## src/rtl/chg_cycle_pkg.sv

```systemverilog
package chg_cycle_pkg;

    typedef enum logic [3:0] {
        ST_IDLE,
        ST_WAIT,
        ST_RESTART,
        ST_PRE,
        ST_FAST_CC,
        ST_CV,
        ST_DONE,
        ST_FLT_LO,
        ST_FLT_HI,
        ST_DET
    } cyc_state_e;

    localparam logic [1:0] TM_ALL_OFF  = 2'b00;
    localparam logic [1:0] TM_TMR_OFF  = 2'b11;

endpackage

```

## src/rtl/dwell_filter.sv

```systemverilog
module dwell_filter #(
    parameter int N    = 25,
    parameter bit INIT = 1'b0
) (
    input  logic clk,
    input  logic rst_n,
    input  logic tick_i,
    input  logic raw_i,
    output logic filt_o
);
    localparam int CW = $clog2(N + 1);
    localparam logic [CW-1:0] LAST = CW'(N - 1);

    logic [CW-1:0] cnt_q;

    always_ff @(posedge clk) begin
        if (!rst_n) begin
            filt_o <= INIT;
            cnt_q  <= '0;
        end else if (raw_i == filt_o) begin
            cnt_q <= '0;
        end else if (tick_i) begin
            if (cnt_q == LAST) begin
                filt_o <= raw_i;
                cnt_q  <= '0;
            end else begin
                cnt_q <= cnt_q + 1'b1;
            end
        end
    end
endmodule

```

## src/rtl/tick_counter.sv

```systemverilog
module tick_counter #(
    parameter int W = 8
) (
    input  logic         clk,
    input  logic         rst_n,
    input  logic         clr_i,
    input  logic         run_i,
    output logic [W-1:0] cnt_o
);
    always_ff @(posedge clk) begin
        if (!rst_n || clr_i) begin
            cnt_o <= '0;
        end else if (run_i && (cnt_o != {W{1'b1}})) begin
            cnt_o <= cnt_o + 1'b1;
        end
    end
endmodule

```

## src/rtl/chg_cycle_ctrl.sv

```systemverilog
module chg_cycle_ctrl
    import chg_cycle_pkg::*;
#(
    parameter int START_DLY  = 1500,
    parameter int PRE_LIMIT  = 1800000,
    parameter int LOWV_DWELL = 25,
    parameter int TERM_DEG   = 100,
    parameter int TERM_QUAL  = 250,
    parameter int FAST_W     = 26
) (
    input  logic              clk,
    input  logic              rst_n,
    input  logic              tick_i,
    input  logic              chg_en_i,
    input  logic              suspend_i,
    input  logic              bat_above_lowv_i,
    input  logic              bat_below_rech_i,
    input  logic              i_below_term_i,
    input  logic [1:0]        tmr_mode_i,
    input  logic [FAST_W-1:0] fast_limit_i,
    output logic              lvl_fast_o,
    output logic              chg_on_o,
    output logic              done_o,
    output logic              tmr_fault_o,
    output logic              fault_cur_o,
    output logic              det_req_o
);
    localparam int PRE_W = $clog2(PRE_LIMIT + 1);
    localparam int SAF_W = (PRE_W > FAST_W) ? PRE_W : FAST_W;
    localparam int DLY_W = $clog2(START_DLY + 1);
    localparam int QUA_W = $clog2(TERM_QUAL + 1);
    localparam logic [SAF_W-1:0] PRE_LIM_V = SAF_W'(PRE_LIMIT);
    localparam logic [DLY_W-1:0] DLY_LIM_V = DLY_W'(START_DLY);
    localparam logic [QUA_W-1:0] QUA_LIM_V = QUA_W'(TERM_QUAL);

    cyc_state_e state_q, state_d;

    logic             lowv_f, term_f;
    logic [DLY_W-1:0] dly_cnt;
    logic [SAF_W-1:0] saf_cnt;
    logic [QUA_W-1:0] qual_cnt;
    logic             charging, fast_ph, tmr_en, fast_to, pre_to, term_ok;
    logic             saf_clr, saf_run, qual_clr;
    cyc_state_e       flt_st;

    // Filtered low-voltage flag and termination condition
    dwell_filter #(.N(LOWV_DWELL), .INIT(1'b0)) u_lowv_flt (
        .clk(clk), .rst_n(rst_n), .tick_i(tick_i),
        .raw_i(bat_above_lowv_i), .filt_o(lowv_f)
    );

    dwell_filter #(.N(TERM_DEG), .INIT(1'b0)) u_term_flt (
        .clk(clk), .rst_n(rst_n), .tick_i(tick_i),
        .raw_i(i_below_term_i && !bat_below_rech_i), .filt_o(term_f)
    );

    // Start-up delay counter
    tick_counter #(.W(DLY_W)) u_dly_cnt (
        .clk(clk), .rst_n(rst_n),
        .clr_i(state_q != ST_WAIT), .run_i(tick_i), .cnt_o(dly_cnt)
    );

    // Shared safety timer: conditioning limit or fast limit
    tick_counter #(.W(SAF_W)) u_saf_cnt (
        .clk(clk), .rst_n(rst_n),
        .clr_i(saf_clr), .run_i(saf_run), .cnt_o(saf_cnt)
    );

    // Termination qualification counter
    tick_counter #(.W(QUA_W)) u_qual_cnt (
        .clk(clk), .rst_n(rst_n),
        .clr_i(qual_clr), .run_i(tick_i && !suspend_i), .cnt_o(qual_cnt)
    );

    always_comb begin
        charging = (state_q == ST_PRE) || (state_q == ST_FAST_CC) || (state_q == ST_CV);
        fast_ph  = (state_q == ST_FAST_CC) || (state_q == ST_CV);
        tmr_en   = (tmr_mode_i != TM_ALL_OFF) && (tmr_mode_i != TM_TMR_OFF);
        fast_to  = tmr_en && (saf_cnt >= SAF_W'(fast_limit_i));
        pre_to   = (saf_cnt >= PRE_LIM_V);
        term_ok  = (tmr_mode_i != TM_ALL_OFF) && (qual_cnt >= QUA_LIM_V);
        flt_st   = bat_below_rech_i ? ST_FLT_LO : ST_FLT_HI;
        saf_run  = tick_i && !suspend_i && charging;
        qual_clr = (state_q != ST_CV) || !term_f || (tmr_mode_i == TM_ALL_OFF);
    end

    // Next-state logic
    always_comb begin
        state_d = state_q;
        if (!chg_en_i) begin
            state_d = ST_IDLE;
        end else begin
            unique case (state_q)
                ST_IDLE:    state_d = ST_WAIT;
                ST_WAIT:    if (dly_cnt >= DLY_LIM_V) state_d = ST_RESTART;
                ST_RESTART: state_d = lowv_f ? ST_FAST_CC : ST_PRE;
                ST_PRE: begin
                    if (pre_to)      state_d = flt_st;
                    else if (lowv_f) state_d = ST_FAST_CC;
                end
                ST_FAST_CC: begin
                    if (fast_to)                state_d = flt_st;
                    else if (!lowv_f)           state_d = ST_PRE;
                    else if (!bat_below_rech_i) state_d = ST_CV;
                end
                ST_CV: begin
                    if (fast_to)               state_d = flt_st;
                    else if (!lowv_f)          state_d = ST_PRE;
                    else if (bat_below_rech_i) state_d = ST_FAST_CC;
                    else if (term_ok)          state_d = ST_DONE;
                end
                ST_DONE:   if (bat_below_rech_i)  state_d = ST_RESTART;
                ST_FLT_LO: if (!bat_below_rech_i) state_d = ST_FLT_HI;
                ST_FLT_HI: if (bat_below_rech_i)  state_d = ST_DET;
                ST_DET:    state_d = ST_RESTART;
                default:   state_d = ST_IDLE;
            endcase
        end
    end

    always_comb begin
        saf_clr = (state_q == ST_RESTART)
               || ((state_q == ST_PRE) && (state_d == ST_FAST_CC))
               || (fast_ph && ((state_d == ST_PRE) || (tmr_mode_i == TM_ALL_OFF)));
    end

    // State register
    always_ff @(posedge clk) begin
        if (!rst_n) state_q <= ST_IDLE;
        else        state_q <= state_d;
    end

    // Outputs
    always_comb begin
        lvl_fast_o  = 1'b0;
        chg_on_o    = 1'b0;
        done_o      = 1'b0;
        tmr_fault_o = 1'b0;
        fault_cur_o = 1'b0;
        det_req_o   = 1'b0;
        unique case (state_q)
            ST_PRE:     chg_on_o = !suspend_i;
            ST_FAST_CC,
            ST_CV: begin
                lvl_fast_o = 1'b1;
                chg_on_o   = !suspend_i;
            end
            ST_DONE:    done_o = 1'b1;
            ST_FLT_LO: begin
                tmr_fault_o = 1'b1;
                fault_cur_o = 1'b1;
            end
            ST_FLT_HI:  tmr_fault_o = 1'b1;
            ST_DET:     det_req_o = 1'b1;
            default: ;
        endcase
    end
endmodule

```

## config.mk

```make
export PLATFORM = sky130hd
export DESIGN_NAME = chg_cycle_ctrl
export DESIGN_NICKNAME = d
export VERILOG_FILES = /design/src/rtl/chg_cycle_pkg.sv /design/src/rtl/dwell_filter.sv /design/src/rtl/tick_counter.sv /design/src/rtl/chg_cycle_ctrl.sv
export SDC_FILE = /design/constraint.sdc
export NUM_CORES = 1
export LEC_CHECK = 0
export CAP_MARGIN = 25
export CORE_UTILIZATION = 45
export CTS_BUF_LIST = sky130_fd_sc_hd__clkbuf_8
export DETAILED_ROUTE_END_ITERATION = 7
export MAX_ROUTING_LAYER = met4
export PLACE_DENSITY = 0.63
export SLEW_MARGIN = 20
export SYNTH_ARGS = -nofsm -noshare
export SYNTH_HDL_FRONTEND = slang
export SYNTH_SLANG_ARGS = --single-unit
export TNS_END_PERCENT = 5
```

## constraint.sdc

```tcl
create_clock -name clk -period 4.7 [get_ports clk]
set_input_delay 0.94 -clock clk [delete_from_list [all_inputs] [get_ports clk]]
set_output_delay 0.94 -clock clk [all_outputs]
set_load 0.02 [all_outputs]
```

After elaboration in Yosys (flattened, before gate mapping). Cells that the tools add are included. W data, S select, Z words.

Register bits after elaboration: 63. Bits in latches: 0. RAM bits: 0. Bits in read-only memories: 0. Input port bits: 36. Output and inout bits: 6. Word-level logic and storage cells: 102. Memories: 0.

Add/subtract/negate cells: 5. Multiply operators: 0. Divide/modulo/power cells: 0. Magnitude comparators: 4. Eq/ne operators: 21. Shift operators: 0. Multiplexer cells: 25. Bitwise logic cells: 3. Reductions and logical operators: 36.

Operators by type and width (count): $mux W4 (15); $pmux W4 S10 (1); $add A26 B1 Y26 const B (1); $ge A26 B21 Y1 const B (1); $ge A26 B26 Y1 (1); $ne A26 B26 Y1 const B (1); $eq A4 B3 Y1 const B (5); $eq A4 B2 Y1 const B (3); $add A11 B1 Y11 const B (1); $ge A11 B11 Y1 const B (1); $logic_and A1 B1 Y1 (11); $logic_or A1 B1 Y1 (11); $ne A11 B11 Y1 const B (1); $add A8 B1 Y8 const B (1); $eq A4 B4 Y1 const B (2); $ge A8 B8 Y1 const B (1); $ne A8 B8 Y1 const B (1); $reduce_or A2 Y1 (4); $add A7 B1 Y7 const B (1); $eq A7 B7 Y1 const B (1); $mux W7 (1); $mux W1 (6); $reduce_and A3 Y1 (2); $add A5 B1 Y5 const B (1); 14 further kinds (20).

Logic depth before layout (Yosys ltp).
Word-level depth: 13. Gate-level depth with buffers: 11. Mapped depth without buffers: 9.

Modules after synthesis. Synthesis repeated with hierarchy kept, for this count alone.

Cell total of the unflattened synthesis: 531. Area total of the unflattened synthesis: 4276.6 sq um.

Modules (own cells, without submodules): tick_counter (u_saf_cnt) (instances 1, cells each 154, area each 1345.0 sq um); chg_cycle_ctrl (instances 1, cells each 187, area each 1275.0 sq um); tick_counter (u_dly_cnt) (instances 1, cells each 66, area each 546.8 sq um); tick_counter (u_qual_cnt) (instances 1, cells each 46, area each 421.7 sq um); dwell_filter (u_term_flt) (instances 1, cells each 44, area each 382.9 sq um); dwell_filter (u_lowv_flt) (instances 1, cells each 34, area each 305.3 sq um).

Worst setup path before layout. No wires, ideal clock.

Path type: input to register. Start: input fast_limit_i[7]. End: register u_saf_cnt.cnt_o[16]. Setup time: 66 ps. Arrival: 2874 ps. Data required time: 4634 ps. Slack: 1760 ps. Cell stages on the path: 10. Cell sequence: inv_1 -> ha_1 -> a211oi_1 -> o21bai_1 -> o311ai_2 -> nand4_1 -> a311o_1 -> buf_6 -> buf_8 -> a21oi_2.

Longest elaborated chain between the ends: 10. Elaborated cells between the ends (all ways): 14. Those cells by class: 1 x order compare; 2 x eq/ne; 4 x mux; 7 x reduce/logical.

Ends and longest elaborated chain: from (decl) (RTL line chg_cycle_ctrl.sv:20) `input logic [FAST_W-1:0] fast_limit_i,`; $ge A26 B26 Y1 * (RTL line chg_cycle_ctrl.sv:79) `fast_to = tmr_en && (saf_cnt >= SAF_W'(fast_limit_i));`; $logic_and A1 B1 Y1 * (RTL line chg_cycle_ctrl.sv:79); $mux W4 (on tied branches) (RTL line chg_cycle_ctrl.sv:107, chg_cycle_ctrl.sv:102); $pmux W4 S10 * (RTL line chg_cycle_ctrl.sv:93) `unique case (state_q)`; $mux W4 * (RTL line chg_cycle_ctrl.sv:90) `if (!chg_en_i) begin`; $eq A4 B3 Y1 / $eq A4 B2 Y1 (equally long branches) (RTL line chg_cycle_ctrl.sv:123, chg_cycle_ctrl.sv:124); $logic_and A1 B1 Y1 / $logic_or A1 B1 Y1 (equally long branches) (RTL line chg_cycle_ctrl.sv:123, chg_cycle_ctrl.sv:124); $logic_or A1 B1 Y1 / $logic_and A1 B1 Y1 (equally long branches) (RTL line chg_cycle_ctrl.sv:123, chg_cycle_ctrl.sv:124); $logic_or A1 B1 Y1 * (RTL line chg_cycle_ctrl.sv:124) `|| (fast_ph && ((state_d == ST_PRE) || (tmr_mode_i == TM_ALL_OFF)));`; $logic_or A1 B1 Y1 * (RTL line tick_counter.sv:11) `if (!rst_n || clr_i) begin`; to (signal assigned) (RTL line tick_counter.sv:14) `cnt_o <= cnt_o + 1'b1;`; to (decl) (RTL line tick_counter.sv:8) `output logic [W-1:0] cnt_o`.

Mark *: on every way between the ends. The rest lies on a longest branch, timed or not. A chain may end at the register's enable or synchronous reset.

Worst setup path after layout.
Start: input fast_limit_i[25]. End: register u_saf_cnt.cnt_o[6].

Same word-level chain as after synthesis.

==> summary.md <==
| Metric | Value |
|---|---|
| Status | `complete, no violations` |
| Syn_nets | `577` |
| Yosys top cell area share | `30.5%` |
| Worst R2R Start | `u_saf_cnt.cnt_o[0]$_SDFFE_PP0P_` |
| Synth Cell Area | `approximately 0.0041 sq mm` |
| DP HPWL | `6860 microns` |
| Drt via density | `between 5 and 6` |
| Drt wl/cell | `between 10 and 15 microns` |
| Post-route clock period utilization | `approximately three quarters` |
| EDFF count, synth | `0` |
| Hold endpoint | `u_dly_cnt.cnt_o[10]$_SDFFE_PP0P_` |
| Cell total after placement | `between 600 and 700` |
| Slew margin rel. | `between 50% and 60%` |
| Yosys warning count | `0` |
| CP max FO | `26` |
| Ys flop type | `dfxtp_1` |
| DR DRC count | `0` |
| HP Start | `u_dly_cnt.cnt_o[10]$_SDFFE_PP0P_` |
| Combinational power share | `7.8%` |
| #FFs+latches synth | `63` |
| Clk slew on worst S/H paths | `70 ps` |
| Leak | `1.81 nW` |
| Worst Path Required | `around 5000 ps` |
| H-tree depth | `3` |
| RSZ-0062 raised after global routing | `no` |
| CP Class | `primary input to register` |
| CTS tree | `yes` |
| Largest net degree at the start of global routing | `27` |
| Clock Latency Late Sink | `350 ps` |
| Sw power | `about 260 uW` |
| Worst Skew | `7.69 ps` |
| Crit-path max cell delay | `between 400 and 500 ps` |
| Clk pwr share | `a little over two fifths` |
| Sw Share | `between 20% and 30%` |
| GR Util met2 | `34.7%` |
| Core box area | `slightly below 0.009 sq mm` |
| Antenna violations before repair | `0` |
| Setup bufs post-CTS | `0` |
| Critical Path AT | `between 3000 and 4000 ps` |
| Final Critical Period | `3440 ps` |
| Total Power | `~1.1 mW` |
| Pre-Repair DR Iteration Count | `4` |
| Final Non-Filler Cells | `roughly 660` |
| Post-DRT Antenna Nets | `0` |
| Fill count | `841` |
| FF-to-FF path depth | `10` |
| Cts bufs inserted | `9` |
| Bufs on Longest Clock Path | `2` |
| Fin. Hold Viols | `0` |
| Met1 Use GR | `approximately a quarter` |
| Hold Path Class | `register to register` |
| Post-synthesis sequential area ratio | `a little under a third` |
| Max-cap violations | `0` |
| Critical R2R Capture | `u_saf_cnt.cnt_o[6]$_SDFFE_PP0P_` |
| # rows | `34` |
| Die ar. | `0.00958 sq mm` |
| Actual slew at the worst max-slew pin | `roughly 610 ps` |
| IO buf count | `a little over 40` |
| Hold path depth | `2` |
| Setup violators final | `0` |
| Synth cell types | `62` |
| Final core occ | `a little over half` |
| Busiest grt layer | `met2` |
| Avg Cell Area, Syn | `a little over 8 sq um` |
| Post_cts resized | `0` |
| Die Wd | `between 90 and 100 microns` |
| Internal power | `roughly 850 uW` |
| Antenna cells | `0` |
| Fmax | `0.291 GHz` |
| Final net count | `roughly 620` |
| Reg2Reg Setup Slack | `a little under 2000 ps` |
| CP max-delay cell | `clkdlybuf4s50_1` |
| Leading area contributor after synthesis | `dfxtp_1` |
| Asr flop ratio synth | `0%` |
| Congestion Overflow GR | `0` |
| Root Buffer | `clkbuf_8` |
| Starting Density | `47.0%` |
| Post-Syn Instances | `505` |
| Worst hold slack | `approximately 510 ps` |
| Routed WL | `8990 microns` |
| PD cells | `about 230 mW/mm^2` |
| Largest cells by area after synthesis | `dfxtp_1 (30%), ha_1 (11%), xor2_1 (6.6%)` |
| Reg power frac | `approximately half` |
| Final Wtd Congestion | `about 0.86` |
| Met3 usage | `roughly 5.2%` |
| Synth-to-layout area growth | `16.4%` |
| Critical path startpoint category | `primary input` |
| Nature of the critical path endpoint | `register` |
| I/O pins | `42` |
| Worst path cell trace | `clkdlybuf4s50_1, inv_1, ha_1, nand3_2, nor4_4, o311ai_1, and2_4, a21o_1, a311o_1, buf_4, a21oi_1` |
| Share of layout cells above drive strength 1 | `8.36%` |
| Routed vias | `approximately 3500` |
| Setup TNS | `0 ps` |
| Hold buffers post-CTS | `0` |
| Global-route wire length before repair | `roughly 16000 microns` |
| Initial DRC count | `133` |
| Vias in the first global route | `3448` |
| Worst VDD drop | `roughly 130 uV` |
| Die H | `slightly below 100 microns` |
| Clk sinks | `63` |
| Max Slew Vio Count | `0` |
| GRT Util Overall | `between 20% and 30%` |
==> area by class of cell <==
cell class	instances	area [sq um]	share of cell area (%)
inverters	43	161	3.35
clock buffers	11	151	3.14
multi-input cells	384	2620	54.3
repair buffers	44	433	8.99
well taps	108	135	2.81
clock inverters	5	56.3	1.17
flip-flops and latches	63	1260	26.2
==> routing by layer <==
metal,share of wire [%],up-vias
met3,4.0,9
li1,-,1843
met4,1.0,0
met2,48,61
met1,47,1634
met5,0,-
==> worst max-delay path by stage <==
stage                                             to  cells after the start             start  slack (ps)
floorplan           u_saf_cnt.cnt_o[16]$_SDFFE_PP0P_                     10   fast_limit_i[7]        1760
global placement     u_saf_cnt.cnt_o[1]$_SDFFE_PP0P_                     11  fast_limit_i[25]         940
detailed placement   u_saf_cnt.cnt_o[6]$_SDFFE_PP0P_                     11  fast_limit_i[25]         880
CTS                 u_saf_cnt.cnt_o[13]$_SDFFE_PP0P_                     11  fast_limit_i[25]        1250
global route         u_saf_cnt.cnt_o[6]$_SDFFE_PP0P_                     11  fast_limit_i[25]        1100
finish               u_saf_cnt.cnt_o[6]$_SDFFE_PP0P_                     11  fast_limit_i[25]        1260
==> through the flow <==
stage | area [sq um] | worst slack [ps]
final | 4810 | 1260
after global routing | 4810 | 1100
after CTS | 4810 | 1250
after detailed placement | 4610 | 883
after global placement | 4610 | 944
after floorplan | 4140 | 1760
==> synth_stat cells (2+ instances only) <==
library cell / count
nor2_1: 52
a21oi_1: 33
nand3_1: 19
o211a_1: 2
a211oi_1: 6
a311o_1: 2
nand2_1: 45
nand2b_1: 2
a21o_1: 3
nor2_2: 2
nor3_1: 15
a21oi_2: 10
o21bai_1: 4
dfxtp_1: 63
o211ai_1: 3
nor2b_1: 6
clkbuf_1: 8
o21a_1: 3
and3_1: 7
and2_1: 2
inv_1: 43
nor3b_1: 3
a31oi_1: 3
xnor2_1: 20
o31ai_1: 2
nor4_1: 4
ha_1: 36
mux2i_1: 5
nand4_1: 23
buf_6: 4
nand4b_1: 2
o21ai_0: 13
xor2_1: 31
==> registers in the layout, summed over array words and instances (netlist names) <==
register / flops
u_term_flt.cnt_q: 7
u_qual_cnt.cnt_o: 8
u_dly_cnt.cnt_o: 11
u_saf_cnt.cnt_o: 26
u_term_flt.filt_o: 1
u_lowv_flt.cnt_q: 5
state_q: 4
u_lowv_flt.filt_o: 1
==> worst max-delay path: cells and delay by family <==
kind                     cells  cell delay, ps
AO/OA/AOI/OAI                4             910
AND/OR/NAND/NOR              3             790
buffers and inverters        3             760
adder cells (fa/ha/maj)      1             300
==> kinds of logic (layout without fill, tap and decap cells) <==
group,count (synthesis),after routing,synth area share (%)
DFF,63,63,30.5
adders and majority gates,36,36,10.9
muxes,5,5,1.21
AOI/OAI and AO/OA,94,94,15.3
buffers and inverters,58,103,6.29
and+or+nand+nor,198,198,25.0
xor gates and xnor gates,51,51,10.8
==> power groups by stage <==
stage                     registers, mW  logic, mW  clock network (mW)
after floorplan                   0.549     0.0494                   0
after global placement            0.550     0.0857                   0
after detailed placement          0.550     0.0872                   0
after CTS                         0.538     0.0877               0.502
after global routing              0.538     0.0972               0.524
final                             0.538     0.0870               0.487
==> cell usage in the layout, fill, tap and decap left out, types with 15 or more instances in the layout <==
cell type,netlist,layout
nand4_1,23,23
nor2_1,52,52
nand2_1,45,45
ha_1,36,36
xnor2_1,20,20
inv_1,43,43
clkdlybuf4s50_1,0,41
dfxtp_1,63,63
nor3_1,15,15
nand3_1,19,19
a21oi_1,33,33
xor2_1,31,31
Note: power is estimated with default switching activity, not from simulation.
